**config.mk**
```make
export PLATFORM = sky130hd
export DESIGN_NAME = pt_walker
export DESIGN_NICKNAME = d
export VERILOG_FILES = /design/src/rtl/pt_walker_pkg.sv /design/src/rtl/pt_base_reg.sv /design/src/rtl/pt_addr_gen.sv /design/src/rtl/pt_walk_fsm.sv /design/src/rtl/pt_walker.sv
export SDC_FILE = /design/constraint.sdc
export NUM_CORES = 1
export LEC_CHECK = 0
export ABC_AREA = 1
export CAP_MARGIN = 20
export CORE_UTILIZATION = 40
export CTS_CLUSTER_DIAMETER = 50
export DETAILED_ROUTE_END_ITERATION = 8
export PLACE_DENSITY = 0.7
export SLEW_MARGIN = 20
export SYNTH_ARGS = -nofsm -noshare
export SYNTH_HDL_FRONTEND = slang
export SYNTH_SLANG_ARGS = --single-unit
```
**constraint.sdc**
```tcl
create_clock -name clk -period 2.2 [get_ports clk]
set_input_delay 0.22 -clock clk [delete_from_list [all_inputs] [get_ports clk]]
set_output_delay 0.22 -clock clk [all_outputs]
set_load 0.02 [all_outputs]
```
**src/rtl/pt_walker_pkg.sv**
```systemverilog
package pt_walker_pkg;
    typedef enum logic [2:0] {
        ST_IDLE,
        ST_READ,
        ST_WAIT,
        ST_REFILL,
        ST_FAULT
    } walk_state_e;
endpackage

```
**src/rtl/pt_base_reg.sv**
```systemverilog
module pt_base_reg #(
    parameter int ADDR_W = 32
) (
    input  logic              clk,
    input  logic              rst_n,
    input  logic              wr_en,
    input  logic [ADDR_W-1:0] wr_data,
    input  logic              busy,
    input  logic              walk_done,
    output logic [ADDR_W-1:0] base_q
);
    logic              pend_q;
    logic [ADDR_W-1:0] pend_data_q;

    always_ff @(posedge clk) begin
        if (!rst_n) begin
            base_q      <= '0;
            pend_q      <= 1'b0;
            pend_data_q <= '0;
        end else if (wr_en && !busy) begin
            base_q <= wr_data;
        end else if (walk_done) begin
            // newest write wins: same-cycle write beats a parked one
            if (wr_en) begin
                base_q <= wr_data;
                pend_q <= 1'b0;
            end else if (pend_q) begin
                base_q <= pend_data_q;
                pend_q <= 1'b0;
            end
        end else if (wr_en) begin
            pend_q      <= 1'b1;
            pend_data_q <= wr_data;
        end
    end


    idle_write_chk: assert property (@(posedge clk) disable iff (!rst_n)
        (wr_en && !busy) |=> (base_q == $past(wr_data)));


    busy_write_hold_chk: assert property (@(posedge clk) disable iff (!rst_n)
        (busy && !walk_done) |=> $stable(base_q));
endmodule

```
**src/rtl/pt_addr_gen.sv**
```systemverilog
module pt_addr_gen #(
    parameter int ADDR_W      = 32,
    parameter int VPN_W       = 20,
    parameter int ENTRY_BYTES = 4
) (
    input  logic [ADDR_W-1:0] base,
    input  logic [VPN_W-1:0]  vpn,
    output logic [ADDR_W-1:0] entry_addr
);
    localparam int OFF_SHIFT = $clog2(ENTRY_BYTES);

    always_comb begin
        entry_addr = base + (ADDR_W'(vpn) << OFF_SHIFT);
    end
endmodule

```
**src/rtl/pt_walk_fsm.sv**
```systemverilog
module pt_walk_fsm
    import pt_walker_pkg::*;
#(
    parameter int ADDR_W    = 32,
    parameter int VPN_W     = 20,
    parameter int PPN_W     = 18,
    parameter int PTE_W     = 32,
    parameter int VALID_BIT = 31
) (
    input  logic              clk,
    input  logic              rst_n,
    input  logic              miss_req,
    input  logic [VPN_W-1:0]  miss_vpn,
    input  logic [ADDR_W-1:0] entry_addr,
    output logic              miss_ack,
    output logic              mem_rd_req,
    output logic [ADDR_W-1:0] mem_rd_addr,
    input  logic              mem_rd_valid,
    input  logic [PTE_W-1:0]  mem_rd_data,
    output logic              refill_valid,
    output logic [VPN_W-1:0]  refill_vpn,
    output logic [PPN_W-1:0]  refill_ppn,
    output logic              fault_valid,
    output logic [VPN_W-1:0]  fault_vpn,
    input  logic              fault_ack,
    output logic              busy,
    output logic              walk_done
);
    walk_state_e       state_q, state_d;
    logic [VPN_W-1:0]  vpn_q;
    logic [ADDR_W-1:0] addr_q;
    logic [PPN_W-1:0]  ppn_q;
    logic              take_data;
    logic              unused_pte_bits;

    assign take_data       = (state_q == ST_WAIT) && mem_rd_valid;
    assign unused_pte_bits = ^mem_rd_data;

    // state and capture registers
    always_ff @(posedge clk) begin
        if (!rst_n) begin
            state_q <= ST_IDLE;
            vpn_q   <= '0;
            addr_q  <= '0;
            ppn_q   <= '0;
        end else begin
            state_q <= state_d;
            if (miss_ack) begin
                vpn_q  <= miss_vpn;
                addr_q <= entry_addr;
            end
            if (take_data) begin
                ppn_q <= mem_rd_data[PPN_W-1:0];
            end
        end
    end

    // transitions
    always_comb begin
        state_d = state_q;
        unique case (state_q)
            ST_IDLE:   if (miss_req) state_d = ST_READ;
            ST_READ:   state_d = ST_WAIT;
            ST_WAIT:   if (mem_rd_valid)
                           state_d = mem_rd_data[VALID_BIT] ? ST_REFILL : ST_FAULT;
            ST_REFILL: state_d = ST_IDLE;
            ST_FAULT:  if (fault_ack) state_d = ST_IDLE;
            default:   state_d = ST_IDLE;
        endcase
    end

    // outputs
    always_comb begin
        miss_ack     = 1'b0;
        mem_rd_req   = 1'b0;
        refill_valid = 1'b0;
        fault_valid  = 1'b0;
        walk_done    = 1'b0;
        busy         = 1'b1;
        unique case (state_q)
            ST_IDLE: begin
                busy     = 1'b0;
                miss_ack = miss_req;
            end
            ST_READ:   mem_rd_req = 1'b1;
            ST_WAIT:   ;
            ST_REFILL: begin
                refill_valid = 1'b1;
                walk_done    = 1'b1;
            end
            ST_FAULT: begin
                fault_valid = 1'b1;
                walk_done   = fault_ack;
            end
            default: ;
        endcase
    end

    assign mem_rd_addr = addr_q;
    assign refill_vpn  = vpn_q;
    assign refill_ppn  = ppn_q;
    assign fault_vpn   = vpn_q;


    rd_after_ack_chk: assert property (@(posedge clk) disable iff (!rst_n)
        miss_ack |=> (mem_rd_req && mem_rd_addr == $past(entry_addr)));


    rd_pulse_chk: assert property (@(posedge clk) disable iff (!rst_n)
        mem_rd_req |=> !mem_rd_req);


    wait_hold_chk: assert property (@(posedge clk) disable iff (!rst_n)
        (state_q == ST_WAIT && !mem_rd_valid) |=> (state_q == ST_WAIT));


    refill_pulse_chk: assert property (@(posedge clk) disable iff (!rst_n)
        refill_valid |=> (!refill_valid && !busy));


    fault_hold_chk: assert property (@(posedge clk) disable iff (!rst_n)
        (fault_valid && !fault_ack) |=> (fault_valid && $stable(fault_vpn)));


    fault_release_chk: assert property (@(posedge clk) disable iff (!rst_n)
        (fault_valid && fault_ack) |=> !busy);
endmodule

```
**src/rtl/pt_walker.sv**
```systemverilog
module pt_walker #(
    parameter int ADDR_W      = 32,
    parameter int VPN_W       = 20,
    parameter int PPN_W       = 18,
    parameter int PTE_W       = 32,
    parameter int ENTRY_BYTES = 4,
    parameter int VALID_BIT   = 31
) (
    input  logic              clk,
    input  logic              rst_n,
    input  logic              miss_req,
    input  logic [VPN_W-1:0]  miss_vpn,
    output logic              miss_ack,
    input  logic              base_wr_en,
    input  logic [ADDR_W-1:0] base_wr_data,
    output logic              mem_rd_req,
    output logic [ADDR_W-1:0] mem_rd_addr,
    input  logic              mem_rd_valid,
    input  logic [PTE_W-1:0]  mem_rd_data,
    output logic              refill_valid,
    output logic [VPN_W-1:0]  refill_vpn,
    output logic [PPN_W-1:0]  refill_ppn,
    output logic              fault_valid,
    output logic [VPN_W-1:0]  fault_vpn,
    input  logic              fault_ack
);
    logic [ADDR_W-1:0] base_q;
    logic [ADDR_W-1:0] entry_addr;
    logic              busy;
    logic              walk_done;

    pt_base_reg #(.ADDR_W(ADDR_W)) u_base (
        .clk       (clk),
        .rst_n     (rst_n),
        .wr_en     (base_wr_en),
        .wr_data   (base_wr_data),
        .busy      (busy),
        .walk_done (walk_done),
        .base_q    (base_q)
    );

    pt_addr_gen #(
        .ADDR_W      (ADDR_W),
        .VPN_W       (VPN_W),
        .ENTRY_BYTES (ENTRY_BYTES)
    ) u_addr (
        .base       (base_q),
        .vpn        (miss_vpn),
        .entry_addr (entry_addr)
    );

    pt_walk_fsm #(
        .ADDR_W    (ADDR_W),
        .VPN_W     (VPN_W),
        .PPN_W     (PPN_W),
        .PTE_W     (PTE_W),
        .VALID_BIT (VALID_BIT)
    ) u_fsm (
        .clk          (clk),
        .rst_n        (rst_n),
        .miss_req     (miss_req),
        .miss_vpn     (miss_vpn),
        .entry_addr   (entry_addr),
        .miss_ack     (miss_ack),
        .mem_rd_req   (mem_rd_req),
        .mem_rd_addr  (mem_rd_addr),
        .mem_rd_valid (mem_rd_valid),
        .mem_rd_data  (mem_rd_data),
        .refill_valid (refill_valid),
        .refill_vpn   (refill_vpn),
        .refill_ppn   (refill_ppn),
        .fault_valid  (fault_valid),
        .fault_vpn    (fault_vpn),
        .fault_ack    (fault_ack),
        .busy         (busy),
        .walk_done    (walk_done)
    );
endmodule

```
### After elaboration in Yosys (flattened, before gate mapping)

Index checks and enable logic that the tools add are counted.

* output and inout bits: 94
* word-level logic and storage cells: 43
* bits in registers: 138

* bitwise gates (word level): 2
* reduce and logical (&&, ||, !) cells: 10
* add/sub/neg operators: 1
* equality and inequality tests: 7
* mux-type cells: 16

Operators with widths (number)
* $mux W32: 4
* $add A32 B22 Y32: 1
* $mux W3: 4
* $pmux W3 S4: 1
* $eq A3 B2 Y1 const B: 2
* $mux W1: 6
* $ne A2 B2 Y1 const B: 3
* $reduce_and A3 Y1: 2
* $reduce_and A2 Y1: 2
* $reduce_bool A2 Y1: 2
* $eq A3 B1 Y1 const B: 1
* $eq A3 B3 Y1 const B: 1
* $logic_not A3 Y1: 1
* $reduce_bool A3 Y1: 1
* $logic_and A1 B1 Y1: 2
* $not A1 Y1: 2
* $pmux W1 S2: 1

### Depth between registers and ports, before layout

Gate-level depths: netlist (run 1).

* depth after elaboration: 4
* gate-level depth with buffers: 14

### Cells and area by module

From an unflattened synthesis (run 1), not the netlist that was laid out.

* cell total of the unflattened synthesis: 1210
* area total of the unflattened synthesis: 7721.2 um^2

Modules (own cells, without submodules)
* pt_base_reg: cells an instance 459, seq. area each 1301.2 um^2, instances 1, area an instance 2987.9 um^2
* pt_walk_fsm: cells an instance 359, seq. area each 1461.4 um^2, instances 1, area an instance 2787.7 um^2
* pt_addr_gen: cells an instance 392, seq. area each 0.0 um^2, instances 1, area an instance 1945.6 um^2

### Least setup slack after synthesis (run 1)

OpenSTA, ideal clock, no wires.

* path type: register to register
* start point: register u_base.base_q[2]
* end point: register u_fsm.addr_q[18] (netlist: u_fsm.mem_rd_addr[18])
* cell stages (with the launch flop): 14
* data arrival time: 1.741 ns
* slack: 0.343 ns
* path buffers: 0
* required time: 2.085 ns
* clock period less this slack: 1.857 ns
* path through: dfxtp_1 -> ha_1 -> inv_1 -> fa_1 -> inv_1 -> nand3_1 -> nand3_1 -> nand2_1 -> nand2_1 -> nand3_1 -> nand3_1 -> nand2_1 -> o21ai_0 -> inv_1

* word-level cells in the longest chain between the ends: 1

Ends and longest elaborated chain
* start: declaration: line pt_base_reg.sv:10 `output logic [ADDR_W-1:0] base_q`
* start signal: assignment: line pt_base_reg.sv:21 `base_q <= wr_data;`
* start signal: assignment: line pt_base_reg.sv:25 `base_q <= wr_data;`
* start signal: assignment: line pt_base_reg.sv:28 `base_q <= pend_data_q;`
* $add A32 B22 Y32: line pt_addr_gen.sv:13 `entry_addr = base + (ADDR_W'(vpn) << OFF_SHIFT);`
* end signal: assignment: line pt_walk_fsm.sv:50 `addr_q <= entry_addr;`
* end: declaration: line pt_walk_fsm.sv:31 `logic [ADDR_W-1:0] addr_q;`

No other way between the ends.
A chain may end at the register's enable or synchronous reset.

### Final worst setup path (run 1)

* start point: register u_fsm.state_q[1]
* end point: output refill_valid

* word-level cells in the longest chain between the ends: 2

Ends and longest elaborated chain
* start: declaration: line pt_walk_fsm.sv:29 `walk_state_e state_q, state_d;`
* start signal: assignment: line pt_walk_fsm.sv:47 `state_q <= state_d;`
* $eq A3 B2 Y1: line pt_walk_fsm.sv:80 `unique case (state_q)`
* $mux W1: line pt_walk_fsm.sv:80
* end: declaration: line pt_walker.sv:20 `output logic refill_valid,`

No other way between the ends.

==> results of run 1 <==
[what timing repair did]
item | in CTS | in global routing
setup endpoints to repair | 0 | 2
endpoints found under the hold margin | 0 | 0
gates resized for setup | 0 | 2
[stage by stage]
step	hold WS [ps]	cells	utilization	total power, uW	setup TNS [ps]
2_1_floorplan	355	1109	-	5110	0
3_3_place_gp	431	1498	0.519	6180	-1090
3_5_place_dp	437	1498	0.519	6230	-1720
4_1_cts	299	1530	0.551	9100	0
5_1_grt	345	1530	0.552	9610	0
6_report	352	1530	0.552	9040	0
[synth_stat cells, types with 12 or more instances]
cell type / count / share of area
nand2_1: 268 / 0.14
nor2_1: 146 / 0.074
dfxtp_1: 138 / 0.37
inv_1: 138 / 0.070
o21ai_0: 103 / 0.070
a21oi_1: 75 / 0.051
nand3_1: 46 / 0.031
o21ai_1: 28 / 0.019
buf_4: 22 / 0.022
ha_1: 20 / 0.034
clkbuf_1: 17 / 0.0087
o21a_1: 12 / 0.012
[kinds of logic (layout without fill, tap and decap cells)]
group | count (synthesis) | after routing | share of synthesized area
xor+xnor | 11 | 11 | 0.0131
flops | 138 | 138 | 0.375
compound gates | 233 | 233 | 0.168
simple gates | 494 | 494 | 0.274
fa+ha+maj | 21 | 21 | 0.0367
buf+inv | 212 | 404 | 0.134
[flip-flops by register name (all words and copies together), names as in the netlist]
name	cells
u_base.pend_data_q	32
u_fsm.state_q	3
u_fsm.refill_ppn	18
u_fsm.mem_rd_addr	32
u_fsm.fault_vpn	20
u_base.pend_q	1
u_base.base_q	32
[layer usage]
metal | global-route usage | up-vias | share of wire
li1 | - | 3848 | -
met1 | 0.279 | 3251 | 0.46
met2 | 0.368 | 203 | 0.46
met3 | 0.0692 | 22 | 0.071
met4 | 0.0562 | 0 | 0.011
met5 | 0 | - | 0
[final cells by class]
class                   instances  share of cell area
clock buffers                  20              0.0449
repair buffers                225               0.213
inverters                     147              0.0562
well taps                     229              0.0288
clock inverters                12              0.0140
multi-input cells             759               0.365
flip-flops and latches        138               0.278
[power by group through the flow]
stage               Clock [uW]  Sequential (uW)  Combinational [uW]
finish                    2860             3180                3010
global route              3020             3230                3360
CTS                       2910             3180                3020
detailed placement           0             3230                3010
global placement             0             3210                2970
floorplan                    0             3390                1710
[worst max-delay path, stage by stage, from the launching register on]
cell and delay (ps):
dfxtp_1 480, nand3_1 160, inv_1 80, clkdlybuf4s50_1 600
[worst max path at each step]
stage / endpoint / cells past startpoint / slack, ps / startpoint
3_5_place_dp: u_fsm.mem_rd_addr[30] / 15 / -230 / miss_vpn[0]
5_1_grt: u_fsm.mem_rd_addr[31] / 11 / 30 / u_base.base_q[8]
4_1_cts: miss_ack / 6 / 60 / u_fsm.state_q[0]
2_1_floorplan: u_fsm.mem_rd_addr[18] / 13 / 340 / u_base.base_q[2]
3_3_place_gp: u_fsm.mem_rd_addr[30] / 15 / -200 / miss_vpn[0]
6_report: refill_valid / 3 / 240 / u_fsm.state_q[1]
==> metrics.txt, run 1 <==
outcome complete, no violations; Hold Crit Class in -> reg; GPL Wtd Cong around 0.89; row count a little under 50; post-route setup slack 243 ps; Leakage 0.00457 uW; htree depth 4; final-stage net count 1,399; RSZ-0062 raised after global routing no; crit path max fanout 6; Slew headroom 0.606; DR pass1 iterations 6; Total GRT Usage 0.222; fillers ~1,800; Worst-Margin Slew 591 ps; Hold Crit Start rst_n; #FFs+latches synth 138; die height 138 um; WP data arrival 1740 ps; initial drt markers between 400 and 500; synthesized area 7370 um2; Worst Reg-to-Reg Cells 14; Peak Freq around 510 MHz; WL final 20.1 mm; die width 138 um; Reg clk slew, reported paths about 60 ps; first-pass GRT wire length between 30 and 40 mm; Switching Share 0.345; Boundary Pins 184; Sw Pwr roughly 3100 uW; Gate power share 0.333; Syn Inst Count between 1,000 and 1,500; internal power 5920 uW; vias in the first global route between 6,000 and 7,000; multi-input logic area 3630 um2; Setup Fix Bufs, Post-CTS 0; antenna diode count 0; post-DP HPWL about 15 mm; clock power share 0.316; pwr dens 909 nW/um2; DRC Markers 0; Max clock buf depth 2; design area 9940 um2; CTS sink count 138; share of cells above drive strength 1 0.0876; Clock Skew 6.97 ps; Vias between 7,000 and 8,000; post-placement cell area 9350 um2; reg2reg setup slack 250 ps; Num CTS Buffers 17; largest net degree at the start of global routing 57; hold-fix buffers at CTS 0; data required time of the critical path 1980 ps; Period minus WS final 1960 ps; sequential share of power 0.351; Max Cap Viol 0; Yosys warnings 0; Hold Fails Final Rpt 0; commonest non-fill, non-tap cell in the layout nand2_1; kind of launch point of the worst setup path register; P&R area growth vs syn 34.9%; Synth cell types 37; Worst setup EP type output port; setup violators final 0; Max IR drop VDD 0.000552 V; most common flop cell mapped by yosys dfxtp_1; Hold EP u_base.base_q[5]; Mapped Nets 1,220; most frequent cells in the layout nand2_1 (268), clkdlybuf4s50_1 (167), nor2_1 (146), inv_1 (138), dfxtp_1 (138); Place WS -226 ps; Buffers on Ports 170; period utilization 0.889; RR Startpoint u_base.base_q[2]; Hold Crit Depth 3; Initial Util 0.409; FF/Latch Area 2760 um2; CTS tree yes; vias per std cell about 4.8; core area 18,000 um2; sequential share of the synthesized area 0.375; EDFF count, synth 0; die area 19,000 um2; syn_area_per_cell ~6.6 um2; worst reg2reg path endpoint u_fsm.mem_rd_addr[30]; asr flop ratio synth 0; Clk Latency, worst-skew pair 420 ps; CTS Root Cell clkbuf_16; initial antenna violation count 0; wire per inst 13.1 um; critical path type reg -> out; antenna viol nets, final 0; pins over their slew limit 0; grt total ovfl 0
(Power assumes the default switching activity.)
==> inputs of run 2 (changes only) <==
--- a/config.mk
+++ b/config.mk
@@ -9,6 +9,7 @@
 export CAP_MARGIN = 20
 export CORE_UTILIZATION = 40
 export CTS_CLUSTER_DIAMETER = 50
+export CTS_CLUSTER_SIZE = 40
 export DETAILED_ROUTE_END_ITERATION = 8
 export PLACE_DENSITY = 0.7
 export SLEW_MARGIN = 20
==> results of run 2 <==
Same layout as run 1: the final DEF is identical, and so are final timing and power.
